[src/rtl/sst_pkg.sv]
package sst_pkg;

  // Live pointer select: bit 1 = Secure bank, bit 0 = process pointer
  typedef enum logic [1:0] {
    SP_MAIN_NS = 2'b00,
    SP_PROC_NS = 2'b01,
    SP_MAIN_S  = 2'b10,
    SP_PROC_S  = 2'b11
  } sp_sel_e;

  // Write targets; codes 0..3 line up with sp_sel_e
  typedef enum logic [2:0] {
    WR_MAIN_NS = 3'd0,
    WR_PROC_NS = 3'd1,
    WR_MAIN_S  = 3'd2,
    WR_PROC_S  = 3'd3,
    WR_LIM_NS  = 3'd4,
    WR_LIM_S   = 3'd5
  } wr_sel_e;

  localparam int NUM_SP  = 4;
  localparam int NUM_LIM = 2;

  function automatic logic sec_bank(input logic [2:0] sel);
    return (sel == WR_MAIN_S) || (sel == WR_PROC_S) || (sel == WR_LIM_S);
  endfunction

endpackage

[src/rtl/sst_rst_sync.sv]
module sst_rst_sync (
  input  logic clk,
  input  logic rst_n,
  output logic rst_sync_n
);

  logic [1:0] sync_q;

  always_ff @(posedge clk or negedge rst_n) begin
    if (!rst_n) sync_q <= 2'b00;
    else        sync_q <= {sync_q[0], 1'b1};
  end

  assign rst_sync_n = sync_q[1];

endmodule

[src/rtl/sst_retstack.sv]
module sst_retstack #(
  parameter int DEPTH = 4
) (
  input  logic clk,
  input  logic rst_n,
  input  logic push_en,
  input  logic push_mode,
  input  logic pop_en,
  output logic empty,
  output logic full,
  output logic top_mode
);

  localparam int CW = $clog2(DEPTH + 1);

  logic [CW-1:0] cnt_q, cnt_d;
  logic          cnt_en;
  logic          mode_vec [DEPTH];

  always_comb begin
    cnt_en = push_en | pop_en;
    cnt_d  = cnt_q;
    if (push_en)     cnt_d = cnt_q + 1'b1;
    else if (pop_en) cnt_d = cnt_q - 1'b1;
  end

  always_ff @(posedge clk or negedge rst_n) begin
    if (!rst_n)      cnt_q <= '0;
    else if (cnt_en) cnt_q <= cnt_d;
  end

  assign empty = (cnt_q == '0);
  assign full  = (cnt_q == CW'(DEPTH));

  for (genvar i = 0; i < DEPTH; i++) begin : g_ent
    logic ent_q;
    logic ent_en;
    assign ent_en = push_en && (cnt_q == CW'(i));
    always_ff @(posedge clk or negedge rst_n) begin
      if (!rst_n)      ent_q <= 1'b0;
      else if (ent_en) ent_q <= push_mode;
    end
    assign mode_vec[i] = ent_q;
  end

  always_comb begin
    top_mode = 1'b0;
    for (int i = 0; i < DEPTH; i++) begin
      if (cnt_q == CW'(i + 1)) top_mode = mode_vec[i];
    end
  end

endmodule

[src/rtl/sst_state.sv]
module sst_state #(
  parameter int XW = 9
) (
  input  logic          clk,
  input  logic          rst_n,
  input  logic          gw_valid,
  input  logic          gw_callable,
  input  logic          nsret_valid,
  input  logic          exc_entry_valid,
  input  logic          exc_entry_secure,
  input  logic [XW-1:0] exc_entry_num,
  input  logic          exc_return_valid,
  input  logic          exc_return_secure,
  input  logic [XW-1:0] exc_return_num,
  input  logic          rs_empty,
  input  logic          rs_full,
  input  logic          rs_top_mode,
  output logic          rs_push,
  output logic          rs_pop,
  output logic          secure,
  output logic          handler,
  output logic          sec_fault
);

  logic          sec_q, sec_d;
  logic [XW-1:0] xn_q, xn_d;
  logic          flt_q, flt_d;
  logic          st_en;

  assign handler = |xn_q;

  // event resolution, gateway highest priority
  always_comb begin
    sec_d   = sec_q;
    xn_d    = xn_q;
    flt_d   = 1'b0;
    rs_push = 1'b0;
    rs_pop  = 1'b0;
    if (gw_valid) begin
      if (!sec_q) begin
        if (!gw_callable || rs_full) begin
          flt_d = 1'b1;
        end else begin
          sec_d   = 1'b1;
          rs_push = 1'b1;
        end
      end
    end else if (nsret_valid) begin
      if (!sec_q || rs_empty || (rs_top_mode != handler)) begin
        flt_d = 1'b1;
      end else begin
        sec_d  = 1'b0;
        rs_pop = 1'b1;
      end
    end else if (exc_entry_valid) begin
      xn_d  = exc_entry_num;
      sec_d = exc_entry_secure;
    end else if (exc_return_valid) begin
      xn_d  = exc_return_num;
      sec_d = exc_return_secure;
    end
  end

  assign st_en = gw_valid | nsret_valid | exc_entry_valid | exc_return_valid;

  always_ff @(posedge clk or negedge rst_n) begin
    if (!rst_n) begin
      sec_q <= 1'b1;
      xn_q  <= '0;
    end else if (st_en) begin
      sec_q <= sec_d;
      xn_q  <= xn_d;
    end
  end

  always_ff @(posedge clk or negedge rst_n) begin
    if (!rst_n) flt_q <= 1'b0;
    else        flt_q <= flt_d;
  end

  assign secure    = sec_q;
  assign sec_fault = flt_q;

endmodule

[src/rtl/sst_spbank.sv]
module sst_spbank
  import sst_pkg::*;
#(
  parameter int DW = 32,
  parameter int PW = 8
) (
  input  logic          clk,
  input  logic          rst_n,
  input  logic          secure,
  input  logic          handler,
  input  logic          wr_en,
  input  logic [2:0]    wr_sel,
  input  logic [DW-1:0] wr_data,
  input  logic          push_en,
  input  logic [PW-1:0] push_bytes,
  output logic [1:0]    sel,
  output logic [DW-1:0] active,
  output logic          lim_fault
);

  logic [DW-1:0] sp_vec  [NUM_SP];
  logic [DW-1:0] lim_vec [NUM_LIM];
  logic [DW:0]   diff;
  logic          viol, push_ok, wr_ok;
  logic          lf_q;

  // bank from state, main pointer in Handler
  assign sel    = {secure, ~handler};
  assign active = sp_vec[sel];

  // unsigned borrow flags a wrap below zero
  assign diff    = {1'b0, active} - {{(DW + 1 - PW){1'b0}}, push_bytes};
  assign viol    = push_en && sel[0] && (diff[DW] || (diff[DW-1:0] < lim_vec[secure]));
  assign push_ok = push_en && !viol;

  // Secure-side writes need the Secure state
  assign wr_ok = wr_en && (secure || !sec_bank(wr_sel));

  for (genvar i = 0; i < NUM_SP; i++) begin : g_sp
    logic [DW-1:0] q, d;
    logic          en;
    always_comb begin
      en = 1'b0;
      d  = q;
      if (wr_ok && (wr_sel == 3'(i))) begin
        en = 1'b1;
        d  = wr_data;
      end else if (push_ok && (sel == 2'(i))) begin
        en = 1'b1;
        d  = diff[DW-1:0];
      end
    end
    always_ff @(posedge clk or negedge rst_n) begin
      if (!rst_n)  q <= '0;
      else if (en) q <= d;
    end
    assign sp_vec[i] = q;
  end

  for (genvar j = 0; j < NUM_LIM; j++) begin : g_lim
    logic [DW-1:0] q;
    logic          en;
    assign en = wr_ok && (wr_sel == 3'(NUM_SP + j));
    always_ff @(posedge clk or negedge rst_n) begin
      if (!rst_n)  q <= '0;
      else if (en) q <= wr_data;
    end
    assign lim_vec[j] = q;
  end

  always_ff @(posedge clk or negedge rst_n) begin
    if (!rst_n) lf_q <= 1'b0;
    else        lf_q <= viol;
  end

  assign lim_fault = lf_q;

endmodule

[src/rtl/sst_tracker.sv]
module sst_tracker #(
  parameter int DW        = 32,
  parameter int XW        = 9,
  parameter int PW        = 8,
  parameter int RET_DEPTH = 4
) (
  input  logic          clk,
  input  logic          rst_n,
  input  logic          gw_valid,
  input  logic          gw_callable,
  input  logic          nsret_valid,
  input  logic          exc_entry_valid,
  input  logic          exc_entry_secure,
  input  logic [XW-1:0] exc_entry_num,
  input  logic          exc_return_valid,
  input  logic          exc_return_secure,
  input  logic [XW-1:0] exc_return_num,
  input  logic          wr_valid,
  input  logic [2:0]    wr_sel,
  input  logic [DW-1:0] wr_data,
  input  logic          push_valid,
  input  logic [PW-1:0] push_bytes,
  output logic          is_secure,
  output logic          is_handler,
  output logic [1:0]    sp_sel,
  output logic [DW-1:0] sp_active,
  output logic          sec_fault,
  output logic          limit_fault
);

  logic rst_i_n;
  logic rs_push, rs_pop, rs_empty, rs_full, rs_top;
  logic ctrl_evt, wr_en, push_en;

  sst_rst_sync u_rst (
    .clk        (clk),
    .rst_n      (rst_n),
    .rst_sync_n (rst_i_n)
  );

  sst_state #(.XW(XW)) u_state (
    .clk               (clk),
    .rst_n             (rst_i_n),
    .gw_valid          (gw_valid),
    .gw_callable       (gw_callable),
    .nsret_valid       (nsret_valid),
    .exc_entry_valid   (exc_entry_valid),
    .exc_entry_secure  (exc_entry_secure),
    .exc_entry_num     (exc_entry_num),
    .exc_return_valid  (exc_return_valid),
    .exc_return_secure (exc_return_secure),
    .exc_return_num    (exc_return_num),
    .rs_empty          (rs_empty),
    .rs_full           (rs_full),
    .rs_top_mode       (rs_top),
    .rs_push           (rs_push),
    .rs_pop            (rs_pop),
    .secure            (is_secure),
    .handler           (is_handler),
    .sec_fault         (sec_fault)
  );

  // caller mode recorded per outstanding call
  sst_retstack #(.DEPTH(RET_DEPTH)) u_rs (
    .clk       (clk),
    .rst_n     (rst_i_n),
    .push_en   (rs_push),
    .push_mode (is_handler),
    .pop_en    (rs_pop),
    .empty     (rs_empty),
    .full      (rs_full),
    .top_mode  (rs_top)
  );

  // state events outrank writes, writes outrank pushes
  assign ctrl_evt = gw_valid | nsret_valid | exc_entry_valid | exc_return_valid;
  assign wr_en    = wr_valid & ~ctrl_evt;
  assign push_en  = push_valid & ~ctrl_evt & ~wr_valid;

  sst_spbank #(.DW(DW), .PW(PW)) u_bank (
    .clk        (clk),
    .rst_n      (rst_i_n),
    .secure     (is_secure),
    .handler    (is_handler),
    .wr_en      (wr_en),
    .wr_sel     (wr_sel),
    .wr_data    (wr_data),
    .push_en    (push_en),
    .push_bytes (push_bytes),
    .sel        (sp_sel),
    .active     (sp_active),
    .lim_fault  (limit_fault)
  );

endmodule

[config.mk]
export PLATFORM = sky130hd
export DESIGN_NAME = sst_tracker
export DESIGN_NICKNAME = d
export VERILOG_FILES = /design/src/rtl/sst_pkg.sv /design/src/rtl/sst_rst_sync.sv /design/src/rtl/sst_retstack.sv /design/src/rtl/sst_state.sv /design/src/rtl/sst_spbank.sv /design/src/rtl/sst_tracker.sv
export SDC_FILE = /design/constraint.sdc
export NUM_CORES = 1
export LEC_CHECK = 0
export BUFFER_PORTS_ARGS = -buffer_cell sky130_fd_sc_hd__buf_2
export CAP_MARGIN = 20
export CORE_UTILIZATION = 40
export DETAILED_ROUTE_END_ITERATION = 12
export REMOVE_ABC_BUFFERS = 1
export SYNTH_ARGS = -nofsm -noshare
export SYNTH_HDL_FRONTEND = slang
export SYNTH_SLANG_ARGS = --single-unit
[constraint.sdc]
create_clock -name clk -period 16.55 [get_ports clk]
set_clock_uncertainty 0.2 [all_clocks]
set_input_delay 1.655 -clock clk [delete_from_list [all_inputs] [get_ports clk]]
set_output_delay 1.655 -clock clk [all_outputs]
set_load 0.05 [all_outputs]
==> results of run 1 <==
==> worst max-delay path, delay by kind of cell (launching register included) <==
kind,cells,cell delay (ns)
AO/OA/AOI/OAI,7,2.27
XOR/XNOR,1,0.25
adder cells (fa/ha/maj),2,0.59
buffers and inverters,1,0.09
flip-flops,1,0.41
multiplexers,2,0.95
AND/OR/NAND/NOR,7,2.29
==> area by class of cell <==
cell class                      instances  share of cell area
Clock inverter                         11             0.00807
Multi-Input combinational cell        820               0.458
Tap cell                              390              0.0350
Timing Repair Buffer                  127              0.0502
Clock buffer                           35              0.0518
Inverter                               55              0.0149
Sequential cell                       213               0.383
==> path summary, 6_finish.rpt <==
kind / start / end / slack, ns
max: u_state.xn_q[4] / u_bank.g_sp[1].q[3] / 9.31
min reg2reg: u_rst.sync_q[0] / u_rst.sync_q[1] / 0.15
max in group asynchronous: u_rst.sync_q[1] / u_bank.g_sp[0].q[19] / 14.42
min in group asynchronous: u_rst.sync_q[1] / u_state.xn_q[5] / 0.24
max reg2reg: u_state.xn_q[4] / u_bank.g_sp[1].q[3] / 9.31
min: u_rst.sync_q[0] / u_rst.sync_q[1] / 0.15
==> synthesized netlist by cell type, types with 26 or more instances <==
cell      number
nand3_1       70
inv_1         54
mux4_2        26
a22oi_1       56
clkbuf_1      45
mux2_2        65
o21ai_0       90
ha_1          45
nor2_1        48
nand2_1       92
mux2i_1       70
dfrtp_1      212
==> metal layers <==
layer  wire [um]  up-vias
met3        2290       55
met1       16200     5058
met2       16900      385
li1            -     4487
met5           0        -
met4         884        0
==> cell usage in the layout (no fill, tap or decap), types with 5 or more instances in the layout <==
master     Yosys  layout
a21o_1         5       5
a21oi_1       25      25
a221o_1       10      10
a22oi_1       56      56
a31oi_1       10       8
buf_2         11     109
buf_4          8      17
clkbuf_16      0      25
clkbuf_8       0       6
clkinv_2       1       8
dfrtp_1      212     211
ha_1          45      45
inv_1         54      54
mux2_2        65      65
mux2i_1       70      70
mux4_2        26      26
nand2_1       92      92
nand2b_1       5       5
nand3_1       70      69
nand4_1        5       5
nor2_1        48      47
nor3_1        22      20
nor3b_1       10      10
nor4_1         7       5
o211ai_1      25      25
o21ai_0       90      90
o21ai_1        5       5
o22ai_1       12      12
o311ai_0       9       9
or3_1          5       5
xnor2_1       13      13
xor2_1        17      17
==> flip-flops by register name (all words and copies together) (netlist names) <==
register	count
u_bank.g_lim.q	64
u_bank.g_sp.q	128
u_bank.lim_fault	1
u_rs.cnt_q	3
u_rs.g_ent.ent_q	4
u_rst.sync_q	2
u_state.sec_fault	1
u_state.secure	1
u_state.xn_q	9
==> stage by stage <==
step / instance area [um2] / hold WS [ns] / instances
floorplan: 11900 / 0.131 / 1088
global placement: 13100 / 0.136 / 1604
detailed placement: 13100 / 0.137 / 1604
CTS: 13900 / 0.151 / 1650
global route: 14000 / 0.161 / 1651
finish: 14000 / 0.149 / 1651
==> cells by family after synthesis <==
group / count (synthesis) / synth area share
AOI/OAI and AO/OA: 281 / 0.154
xor gates and xnor gates: 30 / 0.0216
adders and majority gates: 46 / 0.0479
buffers and inverters: 123 / 0.0430
DFF: 213 / 0.438
muxes: 164 / 0.170
other: 1 / 0.000308
and+or+nand+nor: 298 / 0.125
==> power breakdown <==
group / internal [W] / switching (W) / total (W)
logic: 0.000336 / 0.000590 / 0.000926
clock network: 0.000336 / 0.000227 / 0.000562
registers: 0.000606 / 0.0000718 / 0.000677
==> metrics.txt, run 1 <==
status complete, no violations; Distinct cells, synth 76; share of cells above drive strength 1 0.234; area taken by multi-input logic gates 6380 um2; hold depth 0; Top Usage Layer GRT met2; Seq cells post-synth 213; crit path time final 7.24 ns; Power, Total 0.00217 W; EDFF count, synth 0; routed vias 9985; DIE AREA 31100 um2; CP Cell Sequence nor4_4, nand3_4, mux4_2, ha_1, nor2b_1, o211ai_1, nand3_1, a31o_2, or3_4, a211oi_2, xnor2_1, inv_1, ha_1, nand4_1, nor4_1, a41o_1, o211ai_1, a21oi_4, mux2i_1, o21ai_0; Synth Instances 1156; Main synth FF type dfrtp_1; RSZ-0062 raised after global routing no; FP Rows 63; CP max stage cell a21oi_4; Via-to-Cell Ratio 6.05; I/O Pins 110; Hold Path Class register to register; synth-to-layout area growth 14.6%; CTS Hold Bufs 0; Mean Syn Cell Area 10.5 um2; asr flop ratio synth 1.00; Port Buffers 109; Starting Density 0.409; gpl congestion 0.829; core area 29800 um2; DRC viols 0; ANT cells 0; GRT Util Overall 0.237; largest net degree at the start of global routing 75; Worst setup SP type register; Setup Buffers After CTS 0; Initial DRC Count 946; crit-path max cell delay 0.74 ns; chip height 176 um; Total Routed Length 36300 um; Worst-Skew Late Latency 0.53 ns; TritonCTS Buffers 25; post_cts resized 0; CTS sink count 213; nets@finish 1360; Worst Path Required 16.73 ns; Initial DRT Pass Iterations 5; Worst setup EP type register; Max Slew Vio Count 0; vias in the first global route 9887; Max Fclk 138 MHz; CTS tree done; total grt overflow 0; met2 Use GR 0.376; Setup WS pre-CTS 9.40 ns; global-route wire length before repair 57400 um; Synth Warn # 0; Routed Antenna Nets 0; Tcrit/Tclk final 0.437; Yosys top cell area share 0.436; Sum Neg Setup Slack 0 ns; Tightest Pin Transition 1.01 ns; Pwr per Cell Area 155 nW/um2; Mapped Area 12200 um2; Reg clk slew, reported paths 0.06 ns; Final Hold Viols 0; FF+latch area 5340 um2; top cells by area, synth dfrtp_1 (44%), mux2_2 (6.0%), mux2i_1 (5.8%), mux4_2 (4.8%), ha_1 (4.6%); met1 Usage GRT 0.334; maxcap violations 0; end-of-flow core utilization 0.468; root buf cell clkbuf_16; fin worst setup slack 9.31 ns; HPWL after detailed placement 23800 um; Critical Path Fanout Max 26; fillers 2791; R2R cell count 20; Chip Width 176 um; Peak VDD IR 0.0829 mV; Longest Clk Path Bufs 3; Wirelength per Cell 22.0 um; GR Util met3 0.0383; initial antenna violation count 0; Rel. slew slack 0.323; post-synthesis sequential area ratio 0.438; LEAKAGE 6.50 nW; critical path type register to register; Final setup viols 0; arrival time worst endpoint 7.42 ns; Yosys top cell by area dfrtp_1; H-tree Lvls 1
Power figures use the tool's default switching activity.
==> run 2: changes to the inputs <==
- ABC_AREA: not set -> 1
- clock period: 16.55 -> 7.5 ns (I/O delays scaled with it)
==> run 2 against run 1 <==
  * Global-route usage is 2.8 points higher
  * Flip-flop and latch count stayed put
  * Critical path depth is 11 higher
  * Sequential share of layout area is 1.7 points lower
  * Final cell count is 36% higher
  * Largest cell class unchanged
  * Highest routed layer unchanged
==> metrics.txt, run 2 <==
core area 31600 um2 (+5.9%); asr flop ratio synth 1.00 (unchanged); routed vias 12300 (+23%); Via-to-Cell Ratio 5.47 (-9.6%); Seq cells post-synth 213 (unchanged); chip height 181 um (+2.7%); largest net degree at the start of global routing 75 (unchanged); crit-path max cell delay 0.57 ns (-0.17 ns); Synth Instances 1745 (+51%); CP max stage cell nand2_4; Worst setup EP type register; Critical Path Fanout Max 33 (+27%); Synth Warn # 0 (unchanged); global-route wire length before repair 67600 um (+18%); DIE AREA 32800 um2 (+5.4%); Main synth FF type dfrtp_1; HPWL after detailed placement 28600 um (+20%); Mean Syn Cell Area 7.36 um2 (-30%); DRC viols 0 (unchanged); root buf cell clkbuf_16; vias in the first global route 11800 (+19%); Initial DRC Count 996 (+5.3%); initial antenna violation count 0 (unchanged); arrival time worst endpoint 7.33 ns (-0.09 ns); EDFF count, synth 0 (unchanged); FP Rows 65 (+3.2%); Yosys top cell by area dfrtp_1; Post-synth top cells nand2_1 (632), dfrtp_1 (212), nand3_1 (170); Tightest Pin Transition 1.02 ns (+0.00452 ns); Peak VDD IR 0.200 mV (+140%); Worst Path Required 7.79 ns (-8.94 ns); Inst Count DP 2195 (+37%); Worst setup SP type register; GRT Util Overall 0.265 (+0.0282); Regs by FF count u_bank.g_sp.q x128, u_bank.g_lim.q x64, u_state.xn_q x9; Top cell by count, worst path nand2_1; ANT cells 0 (unchanged); Post-DP Area 13600 um2 (+4.2%); gpl congestion 0.922 (+11%); crit path time final 7.04 ns (-0.192 ns); Yosys top cell area share 0.413 (-0.0227); post-synthesis sequential area ratio 0.415 (-0.0228); commonest cells after routing, fill and taps aside nand2_1 (630), dfrtp_1 (211), nand3_1 (169); CTS tree done; H-tree Lvls 1 (unchanged); RSZ-0062 raised after global routing no; TritonCTS Buffers 27 (+8.0%); commonest non-fill, non-tap cell in the layout nand2_1; Pwr per Cell Area 315 nW/um2 (+100%); synth-to-layout area growth 13.8%; area taken by multi-input logic gates 6550 um2 (+2.5%); maxcap violations 0 (unchanged); top-count cell post-synth nand2_1; Max Slew Vio Count 0 (unchanged); top cells by area, synth dfrtp_1 (41%), nand2_1 (18%), nand3_1 (6.6%), o21ai_0 (4.8%), ha_1 (4.4%); Rel. slew slack 0.323 (about the same); CTS sink count 213 (unchanged); Starting Density 0.407 (-0.00160); I/O Pins 110 (unchanged); non-filler instance count after layout 2246 (+36%); Initial DRT Pass Iterations 5 (unchanged); Port Buffers 109 (unchanged); Chip Width 181 um (+2.7%); max reg flops 128 (unchanged); status complete, no violations; share of cells above drive strength 1 0.114 (-0.120); Reg clk slew, reported paths 0.06 ns (about the same); Hold Path Class register to register; Mapped Area 12800 um2 (+5.5%); Post-Layout Inst Area 14600 um2 (+4.7%); Worst-Skew Late Latency 0.56 ns (+0.03 ns); critical path type register to register; Total Routed Length 43600 um (+20%); FF+latch area 5340 um2 (unchanged); Final Hold Viols 0 (unchanged); Biggest register u_bank.g_sp.q; Max Fclk 142 MHz (+2.7%); Final setup viols 0 (unchanged); total grt overflow 0 (unchanged); Fin Hold WS 0.147 ns (-0.00221 ns); nets@finish 1941 (+43%); fillers 3231 (+16%); Distinct cells, synth 46 (-39%); Sum Neg Setup Slack 0 ns (unchanged); Tcrit/Tclk final 0.939 (+0.502); Routed Antenna Nets 0 (unchanged); LEAKAGE 7.78 nW (+20%); Wirelength per Cell 19.4 um (-12%); Longest Clk Path Bufs 3 (unchanged)
-- run 2: per-layer routing --
metal	global-route usage	share of wire	vias to the layer above
met3	0.0502	0.079	91
met1	0.363	0.44	5802
met5	0	0	-
met2	0.423	0.45	520
met4	0.0831	0.029	0
li1	-	-	5864
-- run 2: where the power goes --
| group | leakage, nW | total, W | internal [W] | switching [W] |
|---|---|---|---|---|
| clock | 0.468 | 0.00139 | 0.000864 | 0.000529 |
| sequential | 2.83 | 0.00146 | 0.00134 | 0.000121 |
| combinational | 4.48 | 0.00176 | 0.000552 | 0.00120 |
-- run 2: final cells by class --
cell class,instances,area share
repair buffers,129,0.0478
multi-input cells,1299,0.448
clock buffers,41,0.0539
inverters,153,0.0393
clock inverters,9,0.0112
flip-flops and latches,213,0.365
well taps,402,0.0344
-- run 2: path summary, 6_finish.rpt --
check                                start               endpoint  slack (ns)  cells past startpoint
setup / recovery           u_state.xn_q[5]   u_bank.g_sp[3].q[23]        0.46                     31
hold / removal             u_rst.sync_q[0]        u_rst.sync_q[1]        0.15                      0
setup reg to reg           u_state.xn_q[5]   u_bank.g_sp[3].q[23]        0.46                     31
hold reg to reg            u_rst.sync_q[0]        u_rst.sync_q[1]        0.15                      0
max in group asynchronous  u_rst.sync_q[1]   u_bank.g_sp[2].q[12]        5.21                      1
min in group asynchronous  u_rst.sync_q[1]  u_bank.g_lim[0].q[28]        0.25                      0
-- run 2: repair_timing --
item                                    4_1_cts  5_1_grt
hold buffers                                  1        0
endpoints found under the setup margin        0       32
endpoints found under the hold margin         2        0
resized for setup                             0        1
setup buffers                                 0        0
-- run 2: per-stage QoR --
| stage | setup slack [ns] | power [W] | util |
|---|---|---|---|
| after floorplan | 0.334 | 0.00271 | - |
| final | 0.457 | 0.00461 | 0.463 |
| after detailed placement | 0.532 | 0.00321 | 0.432 |
| after CTS | 0.494 | 0.00462 | 0.463 |
| after global placement | 0.690 | 0.00320 | 0.432 |
| after global routing | 0.0752 | 0.00488 | 0.463 |
-- run 2: cell families after synthesis --
| group | synth area share |
|---|---|
| adder cells (fa/ha/maj) | 0.0454 |
| AND/OR/NAND/NOR | 0.307 |
| AO/OA/AOI/OAI | 0.118 |
| multiplexers | 0.0242 |
| XOR/XNOR | 0.0130 |
| buffers and inverters | 0.0772 |
| flip-flops | 0.415 |
| other | 0.000292 |
-- run 2: critical path: cells and delay by family (launching register included) --
family                   cells  cell delay, ns
buffers and inverters        3            0.20
AND/OR/NAND/NOR             23            4.78
AO/OA/AOI/OAI                3            0.69
flip-flops                   1            0.37
adder cells (fa/ha/maj)      2            0.68
==> run 3: changes to the inputs <==
- ABC_AREA: 1 -> not set
==> run 3 against run 2 <==
  * First-iteration DRC count rose by 3.0%
  * Sequential share of layout area rose by 1.6 points
  * Via count fell by 18%
  * Clock power fell by 10%
  * Combinational power rose by 16%
  * Routed wire length fell by 14%
  * Maximum frequency rose by 0.49%
  * Final area fell by 4.2%
  * Clock-buffer cell count fell by 8
  * Flip-flop and latch count did not move
  * Critical path type unchanged
  * Largest cell class unchanged
==> metrics.txt, run 3 (synthesized netlist as in run 1, its figures left out) <==
DRC viols 0 (unchanged); Peak VDD IR 0.218 mV (+8.9%); Worst setup SP type register; Total Routed Length 37500 um (-14%); Fin Hold WS 0.148 ns (+0.000830 ns); worst setup path start u_state.xn_q[4]; LEAKAGE 6.52 nW (-16%); HPWL after detailed placement 24300 um (-15%); Inst Count DP 1606 (-27%); Max Fclk 143 MHz (+0.49%); Port Buffers 109 (unchanged); Max Slew Vio Count 0 (unchanged); Critical Path Fanout Max 25 (-24%); Chip Width 176 um (-2.6%); DIE AREA 31100 um2 (-5.1%); routed vias 10000 (-18%); fillers 2780 (-14%); Starting Density 0.409 (+0.00160); chip height 176 um (-2.6%); Initial DRC Count 1026 (+3.0%); Routed Antenna Nets 0 (unchanged); initial antenna violation count 0 (unchanged); Tcrit/Tclk final 0.935 (-0.00459); Regs by FF count u_bank.g_sp.q x128, u_bank.g_lim.q x64, u_state.xn_q x9; share of cells above drive strength 1 0.232 (+0.118); ANT cells 0 (unchanged); H-tree Lvls 1 (unchanged); Longest Clk Path Bufs 3 (unchanged); CP Cell Sequence nor4_4, nand3_4, mux4_2, ha_1, nor2b_1, o211ai_1, nand3_1, a31o_2, or3_4, a211oi_2, xnor2_1, inv_1, ha_1, nand4_1, nor4_1, a41o_1, o211ai_1, a21o_1, buf_12, or3_1, nand3_1; commonest cells after routing, fill and taps aside dfrtp_1 (211), buf_2 (109), nand2_1 (92); Final Hold Viols 0 (unchanged); CTS tree done; Sum Neg Setup Slack 0 ns (unchanged); total grt overflow 0 (unchanged); Pwr per Cell Area 342 nW/um2 (+8.4%); Wirelength per Cell 22.7 um (+17%); I/O Pins 110 (unchanged); CTS sink count 213 (unchanged); Reg clk slew, reported paths 0.06 ns (about the same); critical path type register to register; gpl congestion 0.872 (-5.4%); Worst R2R Start u_state.xn_q[4]; worst hold start u_rst.sync_q[0]; status complete, no violations; crit-path max cell delay 0.61 ns (+0.04 ns); commonest non-fill, non-tap cell in the layout dfrtp_1; vias in the first global route 10200 (-13%); max reg flops 128 (unchanged); Biggest register u_bank.g_sp.q; Initial DRT Pass Iterations 5 (unchanged); Rel. slew slack 0.228 (-0.0954); crit path time final 7.01 ns (-0.0344 ns); RSZ-0062 raised after global routing no; nets@finish 1365 (-30%); Tightest Pin Transition 1.16 ns (+0.140 ns); GRT Util Overall 0.245 (-0.0201); synth-to-layout area growth 15.0%; arrival time worst endpoint 7.27 ns (-0.06 ns); Worst setup EP type register; Hold Path Class register to register; Worst Path Required 7.76 ns (-0.03 ns); root buf cell clkbuf_16; non-filler instance count after layout 1652 (-26%); largest net degree at the start of global routing 76 (+1.3%); TritonCTS Buffers 26 (-3.7%); maxcap violations 0 (unchanged); core area 29800 um2 (-5.6%); global-route wire length before repair 59300 um (-12%); Worst-Skew Late Latency 0.54 ns (-0.02 ns); CP max stage cell mux4_2; FP Rows 63 (-3.1%); Via-to-Cell Ratio 6.07 (+11%); post_cts resized 0 (unchanged); Final setup viols 0 (unchanged)
run 3: where the power goes:
group          switching, W  internal (W)  leakage (nW)  total [W]
Sequential         0.000168       0.00134          2.85    0.00150
Combinational       0.00130      0.000740          3.26    0.00204
Clock              0.000493      0.000754         0.406    0.00125
run 3: critical path: cells and delay by family (launching register included):
| kind | cells | cell delay, ns |
|---|---|---|
| DFF | 1 | 0.41 |
| buffers and inverters | 2 | 0.38 |
| adders and majority gates | 2 | 0.60 |
| muxes | 1 | 0.61 |
| xor gates and xnor gates | 1 | 0.26 |
| and+or+nand+nor | 9 | 2.61 |
| AOI/OAI and AO/OA | 6 | 1.83 |
run 3: final timing paths:
path | end | slack, ns | cells after the start
max | u_bank.g_sp[3].q[9] | 0.49 | 21
min in group asynchronous | u_bank.g_sp[3].q[25] | 0.30 | 0
max in group asynchronous | u_bank.g_lim[0].q[11] | 5.26 | 1
min | u_rst.sync_q[1] | 0.15 | 0
max reg2reg | u_bank.g_sp[3].q[9] | 0.49 | 21
min reg2reg | u_rst.sync_q[1] | 0.15 | 0
run 3: layout make-up:
cell class                 count  area [um2]  area share
clock buffer                  33         698      0.0499
clock inverter                10         128     0.00911
inverter                      55         208      0.0148
multi-input combinational    820        6380       0.456
sequential                   213        5340       0.381
tap                          390         488      0.0348
timing repair buffer         131         758      0.0541
run 3: metrics by stage:
| step | instance area (um2) | total power, W | utilization | worst slack [ns] |
|---|---|---|---|---|
| floorplan | 11900 | 0.00297 | - | 0.542 |
| global placement | 13100 | 0.00351 | 0.440 | 0.590 |
| detailed placement | 13100 | 0.00353 | 0.440 | 0.465 |
| CTS | 14000 | 0.00480 | 0.468 | 0.465 |
| global route | 14000 | 0.00508 | 0.470 | 0.126 |
| finish | 14000 | 0.00479 | 0.470 | 0.491 |
run 3: per-layer routing:
layer | up-vias | share of wire | global-route usage
li1 | 4478 | - | -
met1 | 5078 | 0.43 | 0.335
met2 | 412 | 0.48 | 0.400
met3 | 66 | 0.066 | 0.0379
met4 | 0 | 0.024 | 0.0761
met5 | - | 0 | 0
run 3: repair_timing:
action | in CTS | in global routing
hold buffers | 1 | 0
endpoints found under the hold margin | 2 | 0
endpoints found under the setup margin | 0 | 5
setup buffers | 0 | 1
